===== config.mk =====
export PLATFORM = sky130hd
export DESIGN_NAME = vend_ctrl
export DESIGN_NICKNAME = d
export VERILOG_FILES = /design/src/rtl/vend_pkg.sv /design/src/rtl/vend_coin_qual.sv /design/src/rtl/vend_credit_next.sv /design/src/rtl/vend_ctrl.sv
export SDC_FILE = /design/constraint.sdc
export NUM_CORES = 1
export LEC_CHECK = 0
export ABC_CLOCK_PERIOD_IN_PS = 1500
export BUFFER_PORTS_ARGS = -buffer_cell sky130_fd_sc_hd__buf_2
export CORE_AREA = 2 2 39 41
export CTS_BUF_LIST = sky130_fd_sc_hd__clkbuf_8
export CTS_CLUSTER_SIZE = 8
export DETAILED_ROUTE_END_ITERATION = 12
export DIE_AREA = 0 0 41 43
export PLACE_DENSITY = 0.3
export SETUP_SLACK_MARGIN = 0.05
export SLEW_MARGIN = 0
export SYNTH_ARGS = -nofsm -noshare
export SYNTH_HDL_FRONTEND = slang
export SYNTH_SLANG_ARGS = --single-unit

===== constraint.sdc =====
create_clock -name clk -period 1.5 [get_ports clk]
set_clock_uncertainty 0.15 [all_clocks]
set_input_delay 0.075 -clock clk [delete_from_list [all_inputs] [get_ports clk]]
set_output_delay 0.075 -clock clk [all_outputs]
set_load 0.03 [all_outputs]

===== src/rtl/vend_pkg.sv =====
package vend_pkg;

    localparam int unsigned CREDIT_W = 2;

    typedef enum logic [CREDIT_W-1:0] {
        CR_0  = 2'b00,
        CR_5  = 2'b01,
        CR_10 = 2'b10,
        CR_15 = 2'b11
    } credit_e;

    typedef struct packed {
        logic nick;
        logic dime;
    } coin_s;

    // Behavioural step used by the table-form variant of the next-state logic
    function automatic credit_e credit_step(credit_e cur, coin_s k);
        credit_e r;
        r = cur;
        if (cur == CR_15) begin
            r = CR_0;
        end else if (k.dime) begin
            r = (cur == CR_0) ? CR_10 : CR_15;
        end else if (k.nick) begin
            case (cur)
                CR_0:    r = CR_5;
                CR_5:    r = CR_10;
                default: r = CR_15;
            endcase
        end
        return r;
    endfunction

endpackage


===== src/rtl/vend_coin_qual.sv =====
module vend_coin_qual
    import vend_pkg::*;
(
    input  logic  nickel_in,
    input  logic  dime_in,
    output coin_s coin
);
    // Conflicting double pulse becomes "no coin"
    always_comb begin
        coin.nick = nickel_in & ~dime_in;
        coin.dime = dime_in & ~nickel_in;
    end
endmodule


===== src/rtl/vend_credit_next.sv =====
module vend_credit_next
    import vend_pkg::*;
#(
    parameter bit EQN_FORM = 1'b1
) (
    input  credit_e cur,
    input  coin_s   coin,
    output credit_e nxt
);
    generate
        if (EQN_FORM) begin : g_eqn
            logic [CREDIT_W-1:0] cv;
            logic [CREDIT_W-1:0] raw;
            logic n, d;
            always_comb begin
                cv     = cur;
                n      = coin.nick;
                d      = coin.dime;
                raw[1] = d | cv[1] | (n & cv[0]);
                raw[0] = (n & cv[1]) | (n & ~cv[0]) | (cv[0] & ~n) | (d & cv[1]);
                nxt    = (cur == CR_15) ? CR_0 : credit_e'(raw);
            end
        end else begin : g_table
            always_comb nxt = credit_step(cur, coin);
        end
    endgenerate
endmodule


===== src/rtl/vend_ctrl.sv =====
module vend_ctrl
    import vend_pkg::*;
#(
    parameter bit EQN_FORM = 1'b1
) (
    input  logic clk,
    input  logic rst,
    input  logic nickel_in,
    input  logic dime_in,
    output logic release_out
);
    coin_s   coin;
    credit_e credit_q;
    credit_e credit_d;

    vend_coin_qual u_qual (
        .nickel_in (nickel_in),
        .dime_in   (dime_in),
        .coin      (coin)
    );

    vend_credit_next #(.EQN_FORM(EQN_FORM)) u_next (
        .cur  (credit_q),
        .coin (coin),
        .nxt  (credit_d)
    );

    always_ff @(posedge clk) begin
        if (rst) credit_q <= CR_0;
        else     credit_q <= credit_d;
    end

    assign release_out = (credit_q == CR_15);


    hold_idle_chk: assert property (@(posedge clk) disable iff (rst)
        (!nickel_in && !dime_in && credit_q != CR_15) |=> $stable(credit_q));


    both_ignored_chk: assert property (@(posedge clk) disable iff (rst)
        (nickel_in && dime_in && credit_q != CR_15) |=> $stable(credit_q));


    dime_sat_chk: assert property (@(posedge clk) disable iff (rst)
        (credit_q == CR_10 && dime_in && !nickel_in) |=> (credit_q == CR_15));


    drain_chk: assert property (@(posedge clk) disable iff (rst)
        (credit_q == CR_15) |=> (credit_q == CR_0));


    release_once_chk: assert property (@(posedge clk) disable iff (rst)
        release_out |=> !release_out);
endmodule


==> results by group, run 1 <==
Final layout
  • ANT cells: 0
  • Biggest register: credit_q
  • Max FFs per register: 2
  • Nets@finish: 25
  • Ratio of cells with drive above 1 in the final layout: 0.4737
  • Number of fill cells in the layout: 160
  • Post-route core utilization: 0.1465
  • Area Overhead vs Synth: 82.02%
  • Largest regs: credit_q x2

STA
  • Final Critical Period: 1.137 ns
  • Worst-Margin Slew: 0.1903 ns
  • Slew HR: 0.8724
  • Final Setup Violations: 0
  • Max Fclk: 879.6 MHz
  • Final Max Slew Viols: 0
  • Setup_tns: 0 ns
  • RSZ-0062 raised after global routing: false
  • Final Cycle Share: 0.7579
  • Final hold violations: 0

Global routing
  • Global Route Usage Sum: 0.05005
  • First-pass GRT wire length: 476 um
  • Largest net degree at the start of global routing: 6
  • GRT overflow: 0
  • Vias in the first global route: 126
  • Initial antenna violation count: 0

Synthesis
  • EDFF count, synth: 0
  • Area leader, netlist: dfxtp_1
  • Synth Net Count: 15
  • Synth area leaders: dfxtp_1 36%, nor2b_4 12%, and2b_2 7.9%, or3b_1 7.9%, a211oi_1 6.7%
  • Main flop type after synthesis: dfxtp_1
  • Post-synth top area share: 0.3596
  • Count leader, synth: dfxtp_1
  • Cells after synthesis: 11
  • #FFs+latches synth: 2
  • Post-synthesis cell area: roughly 110 um2
  • Post-synthesis sequential area ratio: 0.3596
  • Synth async-reset ratio: 0
  • Avg Inst Size Synth: between 10 and 15 um2
  • Synth cell types: 10
  • Ys Warns: 0

Power and ir drop
  • LEAKAGE: around 0.084 nW
  • Worst vdd ir: 0.0002659 V
  • Pwr dens: 1457 nW/um2

Floorplan
  • Core area: 1384 um2
  • Starting Density: 0.08047
  • Io pins: 5
  • Die width: 41 um
  • Die area: approximately 1800 um2
  • Die Y: between 40 and 50 um
  • Row cnt: 14

Clock tree
  • Postcts setup bufs: 0
  • # clock sinks: 2
  • Clk Latency, worst-skew pair: 0.21 ns
  • CTS tree: built
  • Clock H-tree levels: 1
  • Clk root buf: clkbuf_8
  • TritonCTS Buffers: 3
  • Post_cts resized: 0
  • CTS clk-pin slew, worst paths: 0.03 ns
  • CTS max path bufs: 2
  • Cts hold-fix bufs: 1

Place
  • Placer congestion estimate: 0.5456
  • PortBufs: 4

Hold path
  • Worst min path class: in -> reg
  • Beginning of the worst hold path: dime_in

Worst setup path
  • R2R cell count: 2
  • Crit Path Category: reg -> out
  • CP endpoint: release_out
  • R2r startpoint: credit_q[0]
  • Req. time, crit path: 1.27 ns
  • Crit. End Element: primary output
  • Worst EP arrival: 0.91 ns
  • R2R setup slack: 0.43 ns
  • Crit-path max FO: 5
  • Setup crit start: credit_q[0]
  • Worst setup SP type: register
  • Reg2Reg Capture Point: credit_q[0]

Route
  • ANT nets after route: 0
  • DR vias/cell: 3.229
  • Residual DRC: 0
  • Vias: 113
  • Routed WL: 255 um
  • Wire per inst: 7.286 um
  • Pre-Repair DR Iteration Count: 2
  • DR iter-0 viols: 2

Flow run
  • Total of max-cap violations: 0

Outcome
  • Run status: completed
## final cells by class
cell class	instances	area (um2)	area share
multi-input combinational	9	71.32	0.3519
clock buffer	3	41.29	0.2037
sequential	2	40.04	0.1975
timing repair buffer	5	30.03	0.1481
tap	16	20.02	0.09877
## critical path, cell delays in order, from the launching register on
cell and delay [ns]:
dfxtp_1 0.35, and2_1 0.16, buf_2 0.20
## power by group
group	internal, mW	leakage (nW)	switching [mW]	total (mW)
Combinational	0.0144	0.0460	0.00985	0.0242
Clock	0.169	0.0216	0.0400	0.209
Sequential	0.0582	0.0166	0.00353	0.0618
## per-stage QoR
| step | area [um2] | power (mW) | setup slack (ns) | hold WS [ns] | cells |
|---|---|---|---|---|---|
| final | 202.7 | 0.2954 | 0.3631 | 0.1338 | 35 |
| after global routing | 202.7 | 0.3143 | 0.2950 | 0.1697 | 35 |
| after CTS | 202.7 | 0.3036 | 0.3459 | 0.1386 | 35 |
| after detailed placement | 151.4 | 0.08500 | 0.4169 | 0.1100 | 31 |
| after global placement | 151.4 | 0.08384 | 0.4628 | 0.1067 | 31 |
| after floorplan | 111.4 | 0.07622 | 0.4993 | -0.005586 | 11 |
## how the worst min path moves through the flow
| stage | endpoint | slack [ns] | depth (start not counted) |
|---|---|---|---|
| 5_1_grt | credit_q[0] | 0.17 | 4 |
| 3_5_place_dp | credit_q[0] | 0.11 | 2 |
| 2_1_floorplan | credit_q[0] | -0.006 | 1 |
| 3_3_place_gp | credit_q[0] | 0.11 | 2 |
| 6_report | credit_q[0] | 0.13 | 4 |
| 4_1_cts | credit_q[0] | 0.14 | 4 |
## kinds of logic after synthesis
logic type | after synthesis | share of synthesized area
AND/OR/NAND/NOR | 7 | 0.5169
flip-flops | 2 | 0.3596
AO/OA/AOI/OAI | 2 | 0.1237
## placed cells by master, fill, tap and decap left out
master,count
buf_2,4
a211oi_1,1
nand3b_1,1
or2b_1,1
a31oi_1,1
and2b_2,1
and2_1,1
dlygate4sd3_1,1
or3b_1,1
dfxtp_1,2
nor2b_4,1
nor3_1,1
clkbuf_8,3
## per-layer routing
layer | GRT usage | up-vias | part of all wire
met2 | 0.04688 | 7 | 0.35
met1 | 0.04459 | 46 | 0.45
met5 | 0 | - | 0
met4 | 0.08000 | 0 | 0.031
li1 | - | 58 | -
met3 | 0.04712 | 2 | 0.16
Note: power is estimated with default switching activity, not from simulation.
==> inputs of run 2 (changes only) <==
--- a/config.mk
+++ b/config.mk
@@ -5,7 +5,8 @@
 export SDC_FILE = /design/constraint.sdc
 export NUM_CORES = 1
 export LEC_CHECK = 0
-export ABC_CLOCK_PERIOD_IN_PS = 1500
+export ABC_AREA = 1
+export ABC_CLOCK_PERIOD_IN_PS = 1100
 export BUFFER_PORTS_ARGS = -buffer_cell sky130_fd_sc_hd__buf_2
 export CORE_AREA = 2 2 39 41
 export CTS_BUF_LIST = sky130_fd_sc_hd__clkbuf_8
==> constraint.sdc (replaced) <==
create_clock -name clk -period 1.1 [get_ports clk]
set_clock_uncertainty 0.15 [all_clocks]
set_input_delay 0.055 -clock clk [delete_from_list [all_inputs] [get_ports clk]]
set_output_delay 0.055 -clock clk [all_outputs]
set_load 0.03 [all_outputs]
==> results by group, run 2 <==
Global routing
  • First-pass GRT wire length: 434 um (-8.8%)
  • Vias in the first global route: 125 (-0.79%)
  • Initial antenna violation count: 0 (unchanged)
  • Largest net degree at the start of global routing: 4 (-2)
  • Global Route Usage Sum: 0.04208 (-0.007966)
  • GRT overflow: 0 (unchanged)

Synthesis
  • Count leader, synth: nand2_1
  • Area leader, netlist: dfxtp_1
  • EDFF count, synth: 0 (unchanged)
  • Synth cell types: 6 (-4)
  • Synth area leaders: dfxtp_1 37%, nand2_1 24%, a21oi_1 14%, inv_1 14%, or2_1 5.8%
  • Post-synthesis sequential area ratio: 0.3721 (+0.01254)
  • Avg Inst Size Synth: 5.978 um2 (-41%)
  • Post-synthesis cell area: 107.6 um2 (-3.4%)
  • #FFs+latches synth: 2 (unchanged)
  • Synth Net Count: 22 (+7)
  • Cells after synthesis: 18 (+7)
  • Main flop type after synthesis: dfxtp_1
  • Post-synth top cells: 7 x nand2_1, 4 x inv_1, 3 x a21oi_1, 2 x dfxtp_1
  • Ys Warns: 0 (unchanged)
  • Post-synth top area share: 0.3721 (+0.01254)
  • Synth async-reset ratio: 0 (unchanged)

Floorplan
  • Core area: 1384 um2 (unchanged)
  • Starting Density: 0.07776 (-0.002713)
  • Die width: 41 um (unchanged)
  • Row cnt: 14 (unchanged)
  • Die area: 1763 um2 (unchanged)
  • Die Y: 43 um (unchanged)
  • Io pins: 5 (unchanged)

Worst setup path
  • Crit Path Category: reg -> out
  • R2r startpoint: credit_q[0]
  • Crit. End Element: primary output
  • Critical path's slowest cell: dfxtp_1
  • Crit path max-delay family: flip-flops
  • WP buf/inv: 2 (+1)
  • Worst setup SP type: register
  • Setup crit start: credit_q[1]
  • Max incr delay on CP: 0.33 ns (-0.02 ns)
  • Worst EP arrival: 0.81 ns (-0.10 ns)
  • CP cell instances: nand2_1 > inv_1 > buf_4
  • Req. time, crit path: 0.89 ns (-0.38 ns)
  • Crit-path max FO: 3 (-2)

Place
  • PortBufs: 4 (unchanged)
  • Placement Setup Slack: 0.1131 ns (-0.3037 ns)
  • Placer congestion estimate: 0.5716 (+4.8%)
  • Dpl cells: 38 (+23%)
  • Area after DPL: 147.6 um2 (-2.5%)
  • Post-DP HPWL: 194.9 um

Route
  • Vias: 118 (+4.4%)
  • Residual DRC: 0 (unchanged)
  • Wire per inst: 6.341 um (-13%)
  • DR iter-0 viols: 7 (+5)
  • Pre-Repair DR Iteration Count: 4 (+2)
  • ANT nets after route: 0 (unchanged)
  • Routed WL: 260 um (+2.0%)
  • DR vias/cell: 2.878 (-11%)

Clock tree
  • CTS max path bufs: 2 (unchanged)
  • CTS clk-pin slew, worst paths: 0.03 ns (about the same)
  • # clock sinks: 2 (unchanged)
  • Clk Latency, worst-skew pair: 0.21 ns (about the same)
  • Clock H-tree levels: 1 (unchanged)
  • Clk root buf: clkbuf_8
  • CTS tree: built
  • TritonCTS Buffers: 3 (unchanged)

Final layout
  • Biggest register: credit_q
  • Largest regs: credit_q x2
  • FF/Latch Area: 41.29 um2 (+3.1%)
  • Commonest non-fill, non-tap cell in the layout: nand2_1
  • Finished Layout Cells: 41 (+17%)
  • Finished Cell Area: 196.4 um2 (-3.1%)
  • Most frequent cells in the layout: 7 x nand2_1, 4 x inv_1, 3 x clkbuf_8, 3 x buf_2, 2 x a21oi_1
  • ANT cells: 0 (unchanged)
  • Ratio of cells with drive above 1 in the final layout: 0.3600 (-0.1137)
  • Max FFs per register: 2 (unchanged)
  • Multi-input gate area: 56.30 um2 (-21%)
  • Post-route core utilization: 0.1420 (-0.004521)
  • Nets@finish: 31 (+24%)
  • Area Overhead vs Synth: 82.56%
  • Number of fill cells in the layout: 157 (-1.9%)

Outcome
  • Run status: finished, violations left
  • Violated checks: negative hold slack

STA
  • Final Max Slew Viols: 0 (unchanged)
  • Setup_tns: 0 ns (unchanged)
  • Final Cycle Share: 0.9254
  • Max Fclk: 982.4 MHz
  • Setup ws final: 0.08211 ns (-0.2810 ns)
  • Final Setup Violations: 0 (unchanged)
  • Final Critical Period: ~1.0 ns
  • Slew HR: 0.9275 (+0.05512)
  • Hold Worst Slack: -0.02313 ns (-0.1569 ns)
  • RSZ-0062 raised after global routing: true
  • Worst-Margin Slew: 0.1087 ns (-0.08153 ns)
  • Final hold violations: 2 (+2)

Power and ir drop
  • LEAKAGE: 0.1048 nW (+24%)
  • Worst vdd ir: 0.0006698 V (+150%)
  • Final Total Pwr: 0.4047 mW (+37%)
  • Pwr dens: 2060 nW/um2 (+41%)

Hold path
  • Worst min path class: in -> reg
  • Beginning of the worst hold path: rst

Flow run
  • Total of max-cap violations: 0 (unchanged)
[run 2: what timing repair did]
action	4_1_cts	5_1_grt
endpoints found under the setup margin	1	2
resized for setup	1	2
endpoints found under the hold margin	2	1
pin swaps	0	0
buffers inserted	0	0
[run 2: logic make-up (layout without fill, tap and decap cells)]
family          Yosys count  after routing  share of synthesized area
simple gates              9              9                     0.3489
buf+inv                   4             11                     0.1395
compound gates            3              3                     0.1395
flops                     2              2                     0.3721
[run 2: where the power goes]
group          total, mW  internal, mW  switching (mW)
sequential        0.0863        0.0813         0.00506
clock              0.281         0.231          0.0504
combinational     0.0372        0.0163          0.0209
[run 2: cell type report]
class | instances | area share
flip-flops and latches | 2 | 0.2102
clock buffers | 3 | 0.2102
inverters | 4 | 0.07643
well taps | 16 | 0.1019
repair buffers | 4 | 0.1146
multi-input cells | 12 | 0.2866
[run 2: worst min-delay path, cell delays in order]
cell and delay [ns]:
buf_2 0.07, or2_1 0.12, a21oi_2 0.04
[run 2: layer usage]
layer  share of wire  vias to the layer above  wire [um]  GRT usage
met5               0                        -          0          0
met4               0                        0          0    0.06000
met2            0.36                        5         94    0.04063
li1                -                       68          -          -
met1            0.55                       45        143    0.04473
met3           0.088                        0         23    0.03141
[run 2: final timing paths]
check                endpoint  slack, ns  cells after the start
hold reg to reg   credit_q[0]       0.33                      2
setup reg to reg  credit_q[1]       0.11                      4
hold / removal    credit_q[0]      -0.02                      3
setup / recovery  release_out       0.08                      3
==> inputs of run 3 (changes only) <==
--- a/config.mk
+++ b/config.mk
@@ -6,7 +6,7 @@
 export NUM_CORES = 1
 export LEC_CHECK = 0
 export ABC_AREA = 1
-export ABC_CLOCK_PERIOD_IN_PS = 1100
+export ABC_CLOCK_PERIOD_IN_PS = 1000
 export BUFFER_PORTS_ARGS = -buffer_cell sky130_fd_sc_hd__buf_2
 export CORE_AREA = 2 2 39 41
 export CTS_BUF_LIST = sky130_fd_sc_hd__clkbuf_8
==> constraint.sdc (replaced) <==
create_clock -name clk -period 1 [get_ports clk]
set_clock_uncertainty 0.15 [all_clocks]
set_input_delay 0.05 -clock clk [delete_from_list [all_inputs] [get_ports clk]]
set_output_delay 0.05 -clock clk [all_outputs]
set_load 0.03 [all_outputs]
==> results by group, run 3 (synthesis gave the netlist of run 2 again) <==
Route
  • Routed WL: 292 um (+12%)
  • ANT nets after route: 0 (unchanged)
  • Vias: 131 (+11%)
  • Wire per inst: 6.791 um (+7.1%)
  • DR iter-0 viols: 0 (-7)
  • Pre-Repair DR Iteration Count: 1 (-3)
  • Residual DRC: 0 (unchanged)
  • DR vias/cell: 3.047 (+5.9%)

Final layout
  • Max FFs per register: 2 (unchanged)
  • Nets@finish: 33 (+6.5%)
  • FF/Latch Area: 42.54 um2 (+3.0%)
  • Area Overhead vs Synth: 105.8%
  • Most frequent cells in the layout: 6 x nand2_1, 3 x inv_1, 3 x clkbuf_8, 3 x buf_2
  • Largest regs: credit_q x2
  • Finished Cell Area: 221.5 um2 (+13%)
  • Ratio of cells with drive above 1 in the final layout: 0.5556 (+0.1956)
  • Multi-input gate area: 61.31 um2 (+8.9%)
  • Finished Layout Cells: 43 (+4.9%)
  • Number of fill cells in the layout: 160 (+1.9%)
  • Commonest non-fill, non-tap cell in the layout: nand2_1
  • Biggest register: credit_q
  • ANT cells: 0 (unchanged)

Clock tree
  • # clock sinks: 2 (unchanged)
  • Clk Latency, worst-skew pair: 0.21 ns (about the same)
  • CTS max path bufs: 2 (unchanged)
  • Clk root buf: clkbuf_8
  • CTS tree: built
  • CTS clk-pin slew, worst paths: 0.03 ns (about the same)
  • TritonCTS Buffers: 3 (unchanged)
  • Clock H-tree levels: 1 (unchanged)

Global routing
  • Largest net degree at the start of global routing: 4 (unchanged)
  • First-pass GRT wire length: 531 um (+22%)
  • Vias in the first global route: 146 (+17%)
  • GRT overflow: 0 (unchanged)
  • Initial antenna violation count: 0 (unchanged)
  • Global Route Usage Sum: 0.05411 (+0.01202)

STA
  • Final Max Slew Viols: 0 (unchanged)
  • Final Cycle Share: 0.9690
  • Slew HR: 0.8968 (-0.03067)
  • Max Fclk: between 1000 and 1500 MHz
  • Final Critical Period: just under 1 ns
  • Hold Worst Slack: -0.05164 ns (-0.02851 ns)
  • Setup_tns: 0 ns (unchanged)
  • Worst-Margin Slew: 0.1547 ns (+0.04601 ns)
  • Final hold violations: 2 (unchanged)
  • Final Setup Violations: 0 (unchanged)
  • RSZ-0062 raised after global routing: true
  • Setup ws final: 0.03099 ns (-0.05112 ns)

Place
  • Area after DPL: 147.6 um2 (unchanged)
  • Placement Setup Slack: 0.03268 ns (-0.08044 ns)
  • Post-DP HPWL: 176.5 um (-9.4%)
  • Placer congestion estimate: 0.5764 (+0.84%)
  • Dpl cells: 38 (unchanged)
  • PortBufs: 4 (unchanged)

Floorplan
  • Die width: 41 um (unchanged)
  • Starting Density: 0.07776 (unchanged)
  • Die area: 1763 um2 (unchanged)
  • Io pins: 5 (unchanged)
  • Core area: 1384 um2 (unchanged)
  • Die Y: 43 um (unchanged)
  • Row cnt: 14 (unchanged)

Power and ir drop
  • LEAKAGE: 0.1155 nW (+10%)
  • Pint: 0.3745 mW (+14%)
  • Clk pwr share: 0.672 (-0.023)
  • Worst vdd ir: 0.0005546 V (-17%)
  • Sw Ratio: 0.1976 (+0.008811)
  • Pwr dens: 2108 nW/um2 (+2.3%)
  • Gate power share: 0.123 (+0.031)
  • Psw: 0.09224 mW (+21%)
  • Seq pwr share: 0.204 (-0.009)

Worst setup path
  • Crit. End Element: register
  • Reg2Reg Capture Point: credit_q[0]
  • Setup crit start: credit_q[0]
  • Crit-path max FO: 2 (-1)
  • Req. time, crit path: 0.98 ns (+0.09 ns)
  • Worst EP arrival: 0.95 ns (+0.14 ns)
  • Worst setup SP type: register
  • Crit Path Category: reg -> reg
  • R2R cell count: 4 (unchanged)
  • R2R setup slack: 0.03 ns (-0.08 ns)
  • R2r startpoint: credit_q[0]

Outcome
  • Run status: finished, violations left
  • Violated checks: negative hold slack

Flow run
  • Total of max-cap violations: 0 (unchanged)

Hold path
  • Hold path depth: 3 (unchanged)
  • Hold Path End: credit_q[1]
  • Worst min path class: in -> reg
  • Beginning of the worst hold path: rst
## run 3: changes by cell type in the layout (fill, tap and decap cells not counted), sizes merged
cell	previous run	this run
buf	4	6
## run 3: worst max path at each step
stage          cells past startpoint  slack [ns]          end
4_1_cts                            4        0.04  credit_q[1]
6_report                           4        0.03  credit_q[0]
2_1_floorplan                      4        0.02  credit_q[1]
5_1_grt                            3       0.007  release_out
3_5_place_dp                       4        0.03  credit_q[1]
3_3_place_gp                       4        0.05  credit_q[0]
## run 3: what timing repair did
action	CTS	global route
endpoints found under the setup margin	3	3
resized for setup	5	2
hold endpoints to repair	2	2
setup buffers	2	0
## run 3: final cells by class
type                            count  share of cell area
Timing Repair Buffer                6              0.1864
Multi-Input combinational cell     12              0.2768
Clock buffer                        3              0.1864
Inverter                            4             0.06780
Sequential cell                     2              0.1921
Tap cell                           16             0.09040
## run 3: metrics by stage
step,total power [mW],utilization
2_1_floorplan,0.1188,-
3_3_place_gp,0.1303,0.1067
3_5_place_dp,0.1318,0.1067
4_1_cts,0.4755,0.1555
5_1_grt,0.5046,0.1600
6_report,0.4668,0.1600
## run 3: per-layer routing
layer | share of wire | track usage
met5 | 0 | 0
met4 | 0 | 0.08000
met3 | 0.068 | 0.04712
met2 | 0.42 | 0.05000
met1 | 0.51 | 0.05431
## run 3: worst max-delay path: stages, from the launching register on
cell     delay, ns
dfxtp_2       0.31
nand2_2       0.06
inv_2         0.04
or2_4         0.23
a21oi_1       0.11
## run 3: power by group through the flow
stage          clock network, mW  logic (mW)  registers [mW]
6_report                   0.314      0.0576          0.0954
4_1_cts                    0.329      0.0522          0.0948
5_1_grt                    0.344      0.0652          0.0957
3_5_place_dp                   0      0.0369          0.0949
3_3_place_gp                   0      0.0359          0.0944
2_1_floorplan                  0      0.0251          0.0937
